--- src/rtl/adc_seq_pkg.sv ---
package adc_seq_pkg;

   localparam logic [7:0] ADR_ID       = 8'h00;
   localparam logic [7:0] ADR_RES_LO   = 8'h02;
   localparam logic [7:0] ADR_RES_HI   = 8'h03;
   localparam logic [7:0] ADR_START    = 8'h04;
   localparam logic [7:0] ADR_ENABLE   = 8'h10;
   localparam logic [7:0] ADR_OPTION   = 8'h11;
   localparam logic [7:0] ADR_STATUS   = 8'h12;
   localparam logic [7:0] ADR_LAST     = 8'h13;
   localparam logic [7:0] ADR_SETTLE   = 8'h15;
   localparam logic [7:0] ADR_SCAN_RST = 8'h19;
   localparam logic [7:0] ADR_CNT_RST  = 8'h1B;
   localparam logic [7:0] ADR_LIST     = 8'h80;

   typedef enum logic [1:0] {
      SQ_IDLE   = 2'd0,
      SQ_SETTLE = 2'd1,
      SQ_CONV   = 2'd2
   } sq_state_t;

   typedef struct packed {
      logic       local_only;
      logic [1:0] gain;
      logic       mux_en;
      logic [1:0] chan;
   } scan_entry_t;

   function automatic int unsigned ipow(input int unsigned b, input int unsigned e);
      int unsigned r;
      r = 1;
      for (int unsigned i = 0; i < e; i++) r = r * b;
      return r;
   endfunction

endpackage

--- src/rtl/adc_seq_tick.sv ---
module adc_seq_tick
   import adc_seq_pkg::*;
#(
   parameter int unsigned TB_BASE = 10
) (
   input  logic       clk,
   input  logic       rst_n,
   input  logic       run,
   input  logic       clr,
   input  logic [1:0] code,
   output logic       tick
);

   localparam int unsigned P_MAX = ipow(TB_BASE, 3);
   localparam int unsigned PW    = (P_MAX < 2) ? 1 : $clog2(P_MAX);

   generate
      if (TB_BASE < 1 || P_MAX > (1 << 24)) begin : g_bad_base
         $error("adc_seq_tick: TB_BASE out of range");
      end
   endgenerate

   logic [PW-1:0] term [4];
   logic [PW-1:0] cnt;

   generate
      for (genvar k = 0; k < 4; k++) begin : g_term
         assign term[k] = PW'(ipow(TB_BASE, k) - 1);
      end
   endgenerate

   assign tick = run && !clr && (cnt == term[code]);

   always_ff @(posedge clk) begin
      if (!rst_n)                 cnt <= '0;
      else if (!run || clr || tick) cnt <= '0;
      else                        cnt <= cnt + 1'b1;
   end

endmodule

--- src/rtl/adc_seq_fsm.sv ---
module adc_seq_fsm
   import adc_seq_pkg::*;
#(
   parameter int unsigned RES_W = 16
) (
   input  logic             clk,
   input  logic             rst_n,
   input  logic             start_req,
   input  logic             enable,
   input  logic             reload,
   input  logic [7:0]       settle_cnt,
   input  logic             tick,
   input  logic             conv_done,
   input  logic [RES_W-1:0] conv_data,
   output logic             busy,
   output logic             run,
   output logic             conv_start,
   output logic             done_evt,
   output logic [RES_W-1:0] result
);

   sq_state_t  state;
   logic [7:0] cnt;

   assign busy     = (state != SQ_IDLE);
   assign run      = (state == SQ_SETTLE);
   assign done_evt = (state == SQ_CONV) && conv_done;

   always_ff @(posedge clk) begin
      if (!rst_n) begin
         state      <= SQ_IDLE;
         cnt        <= '0;
         conv_start <= 1'b0;
         result     <= '0;
      end else begin
         conv_start <= 1'b0;
         case (state)
            SQ_IDLE: begin
               if (start_req && enable) begin
                  state <= SQ_SETTLE;
                  cnt   <= settle_cnt;
               end
            end
            SQ_SETTLE: begin
               if (reload) begin
                  cnt <= settle_cnt;
               end else if (cnt == 8'd0) begin
                  state      <= SQ_CONV;
                  conv_start <= 1'b1;
               end else if (tick) begin
                  cnt <= cnt - 8'd1;
               end
            end
            SQ_CONV: begin
               if (conv_done) begin
                  result <= conv_data;
                  state  <= SQ_IDLE;
               end
            end
            default: state <= SQ_IDLE;
         endcase
      end
   end

   // an accepted start makes the sequencer busy with no pulse yet
   a_r2_start_goes_busy: assert property (@(posedge clk) disable iff (!rst_n)
      (start_req && enable && !busy) |=> (busy && !conv_start));

   // the start pulse lasts one cycle
   a_r4_single_pulse: assert property (@(posedge clk) disable iff (!rst_n)
      conv_start |=> !conv_start);

   // the pulse only occurs while busy
   a_r4_pulse_while_busy: assert property (@(posedge clk) disable iff (!rst_n)
      conv_start |-> busy);

   // busy only drops after the converter reported done
   a_r5_busy_drop_on_done: assert property (@(posedge clk) disable iff (!rst_n)
      $fell(busy) |-> $past(conv_done));

   // the captured sample only changes on a done event
   a_r5_result_held: assert property (@(posedge clk) disable iff (!rst_n)
      !done_evt |=> $stable(result));

endmodule

--- src/rtl/adc_seq_regs.sv ---
module adc_seq_regs
   import adc_seq_pkg::*;
#(
   parameter int unsigned RES_W      = 16,
   parameter int unsigned LIST_DEPTH = 4,
   parameter logic [7:0]  ID_VAL     = 8'h77
) (
   input  logic             clk,
   input  logic             rst_n,
   input  logic [7:0]       bus_addr,
   input  logic             bus_wr,
   input  logic [7:0]       bus_wdata,
   input  logic             bus_rd,
   output logic [7:0]       bus_rdata,
   input  logic             busy,
   input  logic             done_evt,
   input  logic [RES_W-1:0] result,
   output logic             enable,
   output logic [1:0]       tb_code,
   output logic [7:0]       settle_cnt,
   output logic             reload,
   output logic             start_req,
   output logic [1:0]       mux_sel,
   output logic             mux_en,
   output logic [1:0]       gain_sel
);

   localparam int unsigned IW = (LIST_DEPTH < 2) ? 1 : $clog2(LIST_DEPTH);

   generate
      if (RES_W < 9 || RES_W > 16) begin : g_bad_resw
         $error("adc_seq_regs: RES_W must be 9..16");
      end
      if (LIST_DEPTH < 1 || LIST_DEPTH > 128) begin : g_bad_depth
         $error("adc_seq_regs: LIST_DEPTH must be 1..128");
      end
   endgenerate

   logic [7:0]  en_q, opt_q, settle_q, last_q;
   logic        err_q;
   logic [IW-1:0] wptr, spos, spos_nxt;
   logic [IW:0]   inc;
   logic          wrap;
   logic          list_we, scan_rst;
   logic [15:0]   res16;
   scan_entry_t   ent [LIST_DEPTH];
   scan_entry_t   cur;

   assign start_req = bus_rd && (bus_addr == ADR_START);
   assign reload    = bus_wr && (bus_addr == ADR_CNT_RST);
   assign scan_rst  = bus_wr && (bus_addr == ADR_SCAN_RST);
   assign list_we   = bus_wr && (bus_addr == ADR_LIST);

   assign enable     = en_q[2];
   assign tb_code    = opt_q[2:1];
   assign settle_cnt = settle_q;

   always_ff @(posedge clk) begin
      if (!rst_n) begin
         en_q     <= '0;
         opt_q    <= '0;
         settle_q <= '0;
         last_q   <= '0;
      end else if (bus_wr) begin
         case (bus_addr)
            ADR_ENABLE: en_q     <= bus_wdata;
            ADR_OPTION: opt_q    <= bus_wdata;
            ADR_SETTLE: settle_q <= bus_wdata;
            ADR_LAST:   last_q   <= bus_wdata;
            default: ;
         endcase
      end
   end

   always_ff @(posedge clk) begin
      if (!rst_n)           err_q <= 1'b0;
      else if (reload)      err_q <= 1'b0;
      else if (start_req && busy) err_q <= 1'b1;
   end

   generate
      for (genvar g = 0; g < LIST_DEPTH; g++) begin : g_entry
         always_ff @(posedge clk) begin
            if (!rst_n)                             ent[g] <= '0;
            else if (list_we && wptr == IW'(g))     ent[g] <= scan_entry_t'(bus_wdata[5:0]);
         end
      end
   endgenerate

   always_ff @(posedge clk) begin
      if (!rst_n || scan_rst) wptr <= '0;
      else if (list_we)       wptr <= (int'(wptr) == LIST_DEPTH - 1) ? '0 : wptr + 1'b1;
   end

   assign inc      = {1'b0, spos} + 1'b1;
   assign wrap     = (int'(inc) >= int'(last_q)) || (int'(inc) >= LIST_DEPTH);
   assign spos_nxt = wrap ? '0 : inc[IW-1:0];

   always_ff @(posedge clk) begin
      if (!rst_n || scan_rst) spos <= '0;
      else if (done_evt)      spos <= spos_nxt;
   end

   assign cur      = ent[spos];
   assign mux_sel  = cur.chan;
   assign mux_en   = cur.mux_en;
   assign gain_sel = cur.gain;

   assign res16 = 16'($signed(result));

   always_comb begin
      case (bus_addr)
         ADR_ID:     bus_rdata = ID_VAL;
         ADR_RES_LO: bus_rdata = res16[7:0];
         ADR_RES_HI: bus_rdata = res16[15:8];
         ADR_ENABLE: bus_rdata = en_q;
         ADR_OPTION: bus_rdata = opt_q;
         ADR_STATUS: bus_rdata = {busy, 1'b0, opt_q[5], 2'b00, err_q, 2'b00};
         ADR_LAST:   bus_rdata = last_q;
         ADR_SETTLE: bus_rdata = settle_q;
         ADR_LIST:   bus_rdata = {2'b00, cur};
         default:    bus_rdata = 8'h00;
      endcase
   end

   // a start while busy raises the error flag
   a_r6_err_on_busy_start: assert property (@(posedge clk) disable iff (!rst_n)
      (start_req && busy && !reload) |=> err_q);

   // a scan reset returns pointer and position to entry 0
   a_r7_scan_reset: assert property (@(posedge clk) disable iff (!rst_n)
      scan_rst |=> (spos == '0 && wptr == '0));

   // the scan position only moves on a completed conversion
   a_r8_pos_moves_on_done: assert property (@(posedge clk) disable iff (!rst_n)
      (!done_evt && !scan_rst) |=> $stable(spos));

endmodule

--- src/rtl/adc_seq_ctrl.sv ---
module adc_seq_ctrl
   import adc_seq_pkg::*;
#(
   parameter int unsigned RES_W      = 16,
   parameter int unsigned LIST_DEPTH = 4,
   parameter int unsigned TB_BASE    = 10,
   parameter logic [7:0]  ID_VAL     = 8'h77
) (
   input  logic             clk,
   input  logic             rst_n,
   input  logic [7:0]       bus_addr,
   input  logic             bus_wr,
   input  logic [7:0]       bus_wdata,
   input  logic             bus_rd,
   output logic [7:0]       bus_rdata,
   output logic [1:0]       mux_sel,
   output logic             mux_en,
   output logic [1:0]       gain_sel,
   output logic             conv_start,
   input  logic             conv_done,
   input  logic [RES_W-1:0] conv_data
);

   logic             enable, reload, start_req;
   logic             busy, run, tick, done_evt;
   logic [1:0]       tb_code;
   logic [7:0]       settle_cnt;
   logic [RES_W-1:0] result;

   adc_seq_regs #(
      .RES_W(RES_W), .LIST_DEPTH(LIST_DEPTH), .ID_VAL(ID_VAL)
   ) u_regs (
      .clk(clk), .rst_n(rst_n),
      .bus_addr(bus_addr), .bus_wr(bus_wr), .bus_wdata(bus_wdata),
      .bus_rd(bus_rd), .bus_rdata(bus_rdata),
      .busy(busy), .done_evt(done_evt), .result(result),
      .enable(enable), .tb_code(tb_code), .settle_cnt(settle_cnt),
      .reload(reload), .start_req(start_req),
      .mux_sel(mux_sel), .mux_en(mux_en), .gain_sel(gain_sel)
   );

   adc_seq_tick #(.TB_BASE(TB_BASE)) u_tick (
      .clk(clk), .rst_n(rst_n), .run(run), .clr(reload),
      .code(tb_code), .tick(tick)
   );

   adc_seq_fsm #(.RES_W(RES_W)) u_fsm (
      .clk(clk), .rst_n(rst_n),
      .start_req(start_req), .enable(enable), .reload(reload),
      .settle_cnt(settle_cnt), .tick(tick),
      .conv_done(conv_done), .conv_data(conv_data),
      .busy(busy), .run(run), .conv_start(conv_start),
      .done_evt(done_evt), .result(result)
   );

endmodule

--- config.mk ---
export PLATFORM = sky130hd
export DESIGN_NAME = adc_seq_ctrl
export DESIGN_NICKNAME = d
export VERILOG_FILES = /design/src/rtl/adc_seq_pkg.sv /design/src/rtl/adc_seq_tick.sv /design/src/rtl/adc_seq_fsm.sv /design/src/rtl/adc_seq_regs.sv /design/src/rtl/adc_seq_ctrl.sv
export SDC_FILE = /design/constraint.sdc
export NUM_CORES = 1
export LEC_CHECK = 0
export CAP_MARGIN = 20
export CORE_UTILIZATION = 61
export DETAILED_ROUTE_END_ITERATION = 6
export GPL_TIMING_DRIVEN = 0
export PLACE_DENSITY_LB_ADDON = 0.3
export SYNTH_ARGS = -nofsm -noshare
export SYNTH_HDL_FRONTEND = slang
export SYNTH_SLANG_ARGS = --single-unit
--- constraint.sdc ---
create_clock -name clk -period 5.9 [get_ports clk]
set_input_delay 1.18 -clock clk [delete_from_list [all_inputs] [get_ports clk]]
set_output_delay 1.18 -clock clk [all_outputs]
set_load 0.05 [all_outputs]
==> impl_metrics.tcl <==
set metrics [dict create \
    status "finished clean" \
    yosys-top-cells-area "dfxtp_1 31%, edfxtp_1 14%, mux2i_1 6.6%" \
    cts_tree "done" \
    fp.dieArea_sq_um 8520 \
    synth_top_cell_by_area "dfxtp_1" \
    num_rows 32 \
    start_kind "input port" \
    r2r_start "u_regs.opt_q[1]$_SDFFE_PN0P_" \
    cts.path.max_buffers 2 \
    grt_max_degree 17 \
    post-route-period-util_pct 93.2 \
    viasPerCell 5.96 \
    grt_pass1_vias 4110 \
    setup.worst_path.class "in -> out" \
    arrival_ns 4.32 \
    drc_errors 0 \
    ys_seq_area_share_pct 45.1 \
    grt_pass1_wl_um 19800 \
    cts_inserted_buffers 9 \
    grt_overflow_total 0 \
    power_density_nw_per_um2 208 \
    fin_tns_setup_ns 0 \
    die_w_um 92.3 \
    synth-main-ff-cell "dfxtp_1" \
    synthDominantCellAreaShare_pct 30.6 \
    ys_seq_elements 100 \
    maxSlewViolCount 0 \
    gp_congestion 0.885 \
    synth.most_common_cell "nand2_1" \
    routed_wl_um 12200 \
    register_area_sq_um 2240 \
    power.leakage_nw 1.98 \
    post-cts-setup-buffers 0 \
    die_h_um 92.3 \
    insertedDiodeCount 0 \
    ys_types 53 \
    hold_path_class "reg -> reg" \
    postCtsHoldBufs 0 \
    vias 4211 \
    maxCapViolCount 0 \
    h-tree-depth 3 \
    path_max_fanout 8 \
    fmax_mhz 182 \
    io_buffers 48 \
    rsz0062_at_grt "false" \
    firstDrtPassIters 5 \
    max-vdd-ir-drop_uv 124 \
    post-dp-hpwl_um 9060 \
    critical_path_required_ns 4.72 \
    hold_viol 0 \
    min_period_ns 5.50 \
    syn_avg_cell_area_sq_um 9.20 \
    ant_nets 0 \
    async_flop_share_pct 0 \
    synth_edf_count 24 \
    synth_area_sq_um 4980 \
    postSynthNetCount 590 \
    ys_warn_count 0 \
    slew_headroom_pct 29.8 \
    grtUsageTotal_pct 29.8 \
    start_util_pct 63.7 \
    io_pins 51 \
    drive_above_1_share_pct 6.78 \
    n_fill_cell 597 \
    clock_skew_ns 0.0114 \
    syn_to_final_growth_pct 15.9 \
    drt_iter0_markers 288 \
    cts.sinks 100 \
    setup_ws_ns 0.399 \
    grt_antenna_before_repair 0 \
    syn_inst 541 \
    finalNetCount 649 \
    crit_start "bus_addr[5]" \
    cp-end-kind "primary output" \
    r2r_slack_ns 3.70 \
    setup_violations 0 \
    core_area_sq_um 7810 \
    yosys-top-cells-count "79 x nand2_1, 76 x dfxtp_1, 53 x nor2_1, 38 x a21oi_1, 33 x mux2i_1" \
    worstSkewPairLatency_ns 0.36 \
    place_ws_ns 0.499 \
    min_from "u_regs.en_q[5]$_SDFFE_PN0P_" \
    root_buffer "clkbuf_8" \
    routedWlPerCell_um 17.3 \
    cts_resized 0 \
    clk_pin_slew_ns 0.09 \
    multi_input_area_sq_um 2540 \
    worst_pin_slew_ns 1.04 \
]
path summary, 6_finish.rpt:
kind | endpoint | cells after the start
setup / recovery | bus_rdata[5] | 6
hold / removal | u_regs.en_q[5]$_SDFFE_PN0P_ | 2
setup reg to reg | u_fsm.cnt[7]$_SDFFE_PN0P_ | 7
hold reg to reg | u_regs.en_q[5]$_SDFFE_PN0P_ | 2
cell usage in the layout, fill, tap and decap left out, types with 3 or more instances in the layout:
cell	instances
a21oi_1	38
a221oi_1	7
a22oi_1	11
a31oi_1	4
a32o_1	4
and2_1	28
and3_1	6
buf_1	4
buf_2	5
clkbuf_1	20
clkbuf_8	11
clkdlybuf4s50_1	48
dfxtp_1	76
edfxtp_1	24
ha_1	12
inv_1	19
mux2i_1	33
mux4_2	6
nand2_1	79
nand2b_1	3
nand3_1	27
nor2_1	53
nor2b_1	6
nor3_1	7
nor3_2	4
nor4_1	5
o21ai_0	15
o21ai_1	3
o31a_1	3
xnor2_1	6
xor2_1	3
critical path, cell delays in order:
cell	delay [ns]
clkdlybuf4s50_1	0.54
or4_1	0.62
nor4_2	0.75
a221oi_1	0.26
nand3_1	0.15
clkdlybuf4s50_1	0.82
flip-flops by register name (all words and copies together) (netlist names), named ones only:
register and count:
u_regs.settle_cnt 8, u_regs.err_q 1, u_fsm.conv_start 1, u_fsm.state 2, u_regs.spos 2, u_tick.cnt 10, u_regs.last_q 8, u_regs.opt_q 8
u_regs.ent 24, u_regs.wptr 2, u_regs.en_q 8, u_fsm.result 16, u_fsm.cnt 8
layer usage:
layer | wire length, um | global-route usage [%] | up-vias
met1 | 5110 | 37.0 | 1972
met5 | 0 | 0 | -
met4 | 296 | 10.8 | 0
li1 | - | - | 2034
met2 | 5970 | 50.7 | 177
met3 | 872 | 6.57 | 28
metrics by stage:
| stage | total power, W | utilization (%) | hold WS (ns) | cells | instance area [sq um] |
|---|---|---|---|---|---|
| after floorplan | 0.000757 | - | 0.436 | 541 | 4980 |
| after global routing | 0.00123 | 73.8 | 0.482 | 707 | 5770 |
| final | 0.00120 | 73.8 | 0.462 | 707 | 5770 |
| after detailed placement | 0.000805 | 71.5 | 0.448 | 691 | 5580 |
| after global placement | 0.000803 | 71.5 | 0.444 | 691 | 5580 |
| after CTS | 0.00120 | 73.8 | 0.461 | 707 | 5770 |
cell type report:
cell class	instances	area share, %
clock buffers	13	2.76
multi-input cells	394	44.1
flip-flops and latches	100	38.9
plain buffers	28	2.06
clock inverters	3	0.391
well taps	102	2.21
inverters	19	1.24
repair buffers	48	8.33
kinds of logic (layout without fill, tap and decap cells):
logic type                 after synthesis  after routing  share of synthesized area (%)
AOI/OAI and AO/OA                       96             96                           12.7
xor gates and xnor gates                 9              9                           1.58
adders and majority gates               12             12                           3.02
buffers and inverters                   47            111                           3.82
DFF                                    100            100                           45.1
muxes                                   39             39                           9.35
and+or+nand+nor                        238            238                           24.4
report_power, final:
part	leakage, nW	internal, W	switching (W)
sequential	0.855	0.000706	0.00000212
clock	0.0940	0.000179	0.000228
combinational	1.03	0.0000334	0.0000487
total	1.98	0.000918	0.000279
No activity file was read; power rests on OpenSTA's default activity.
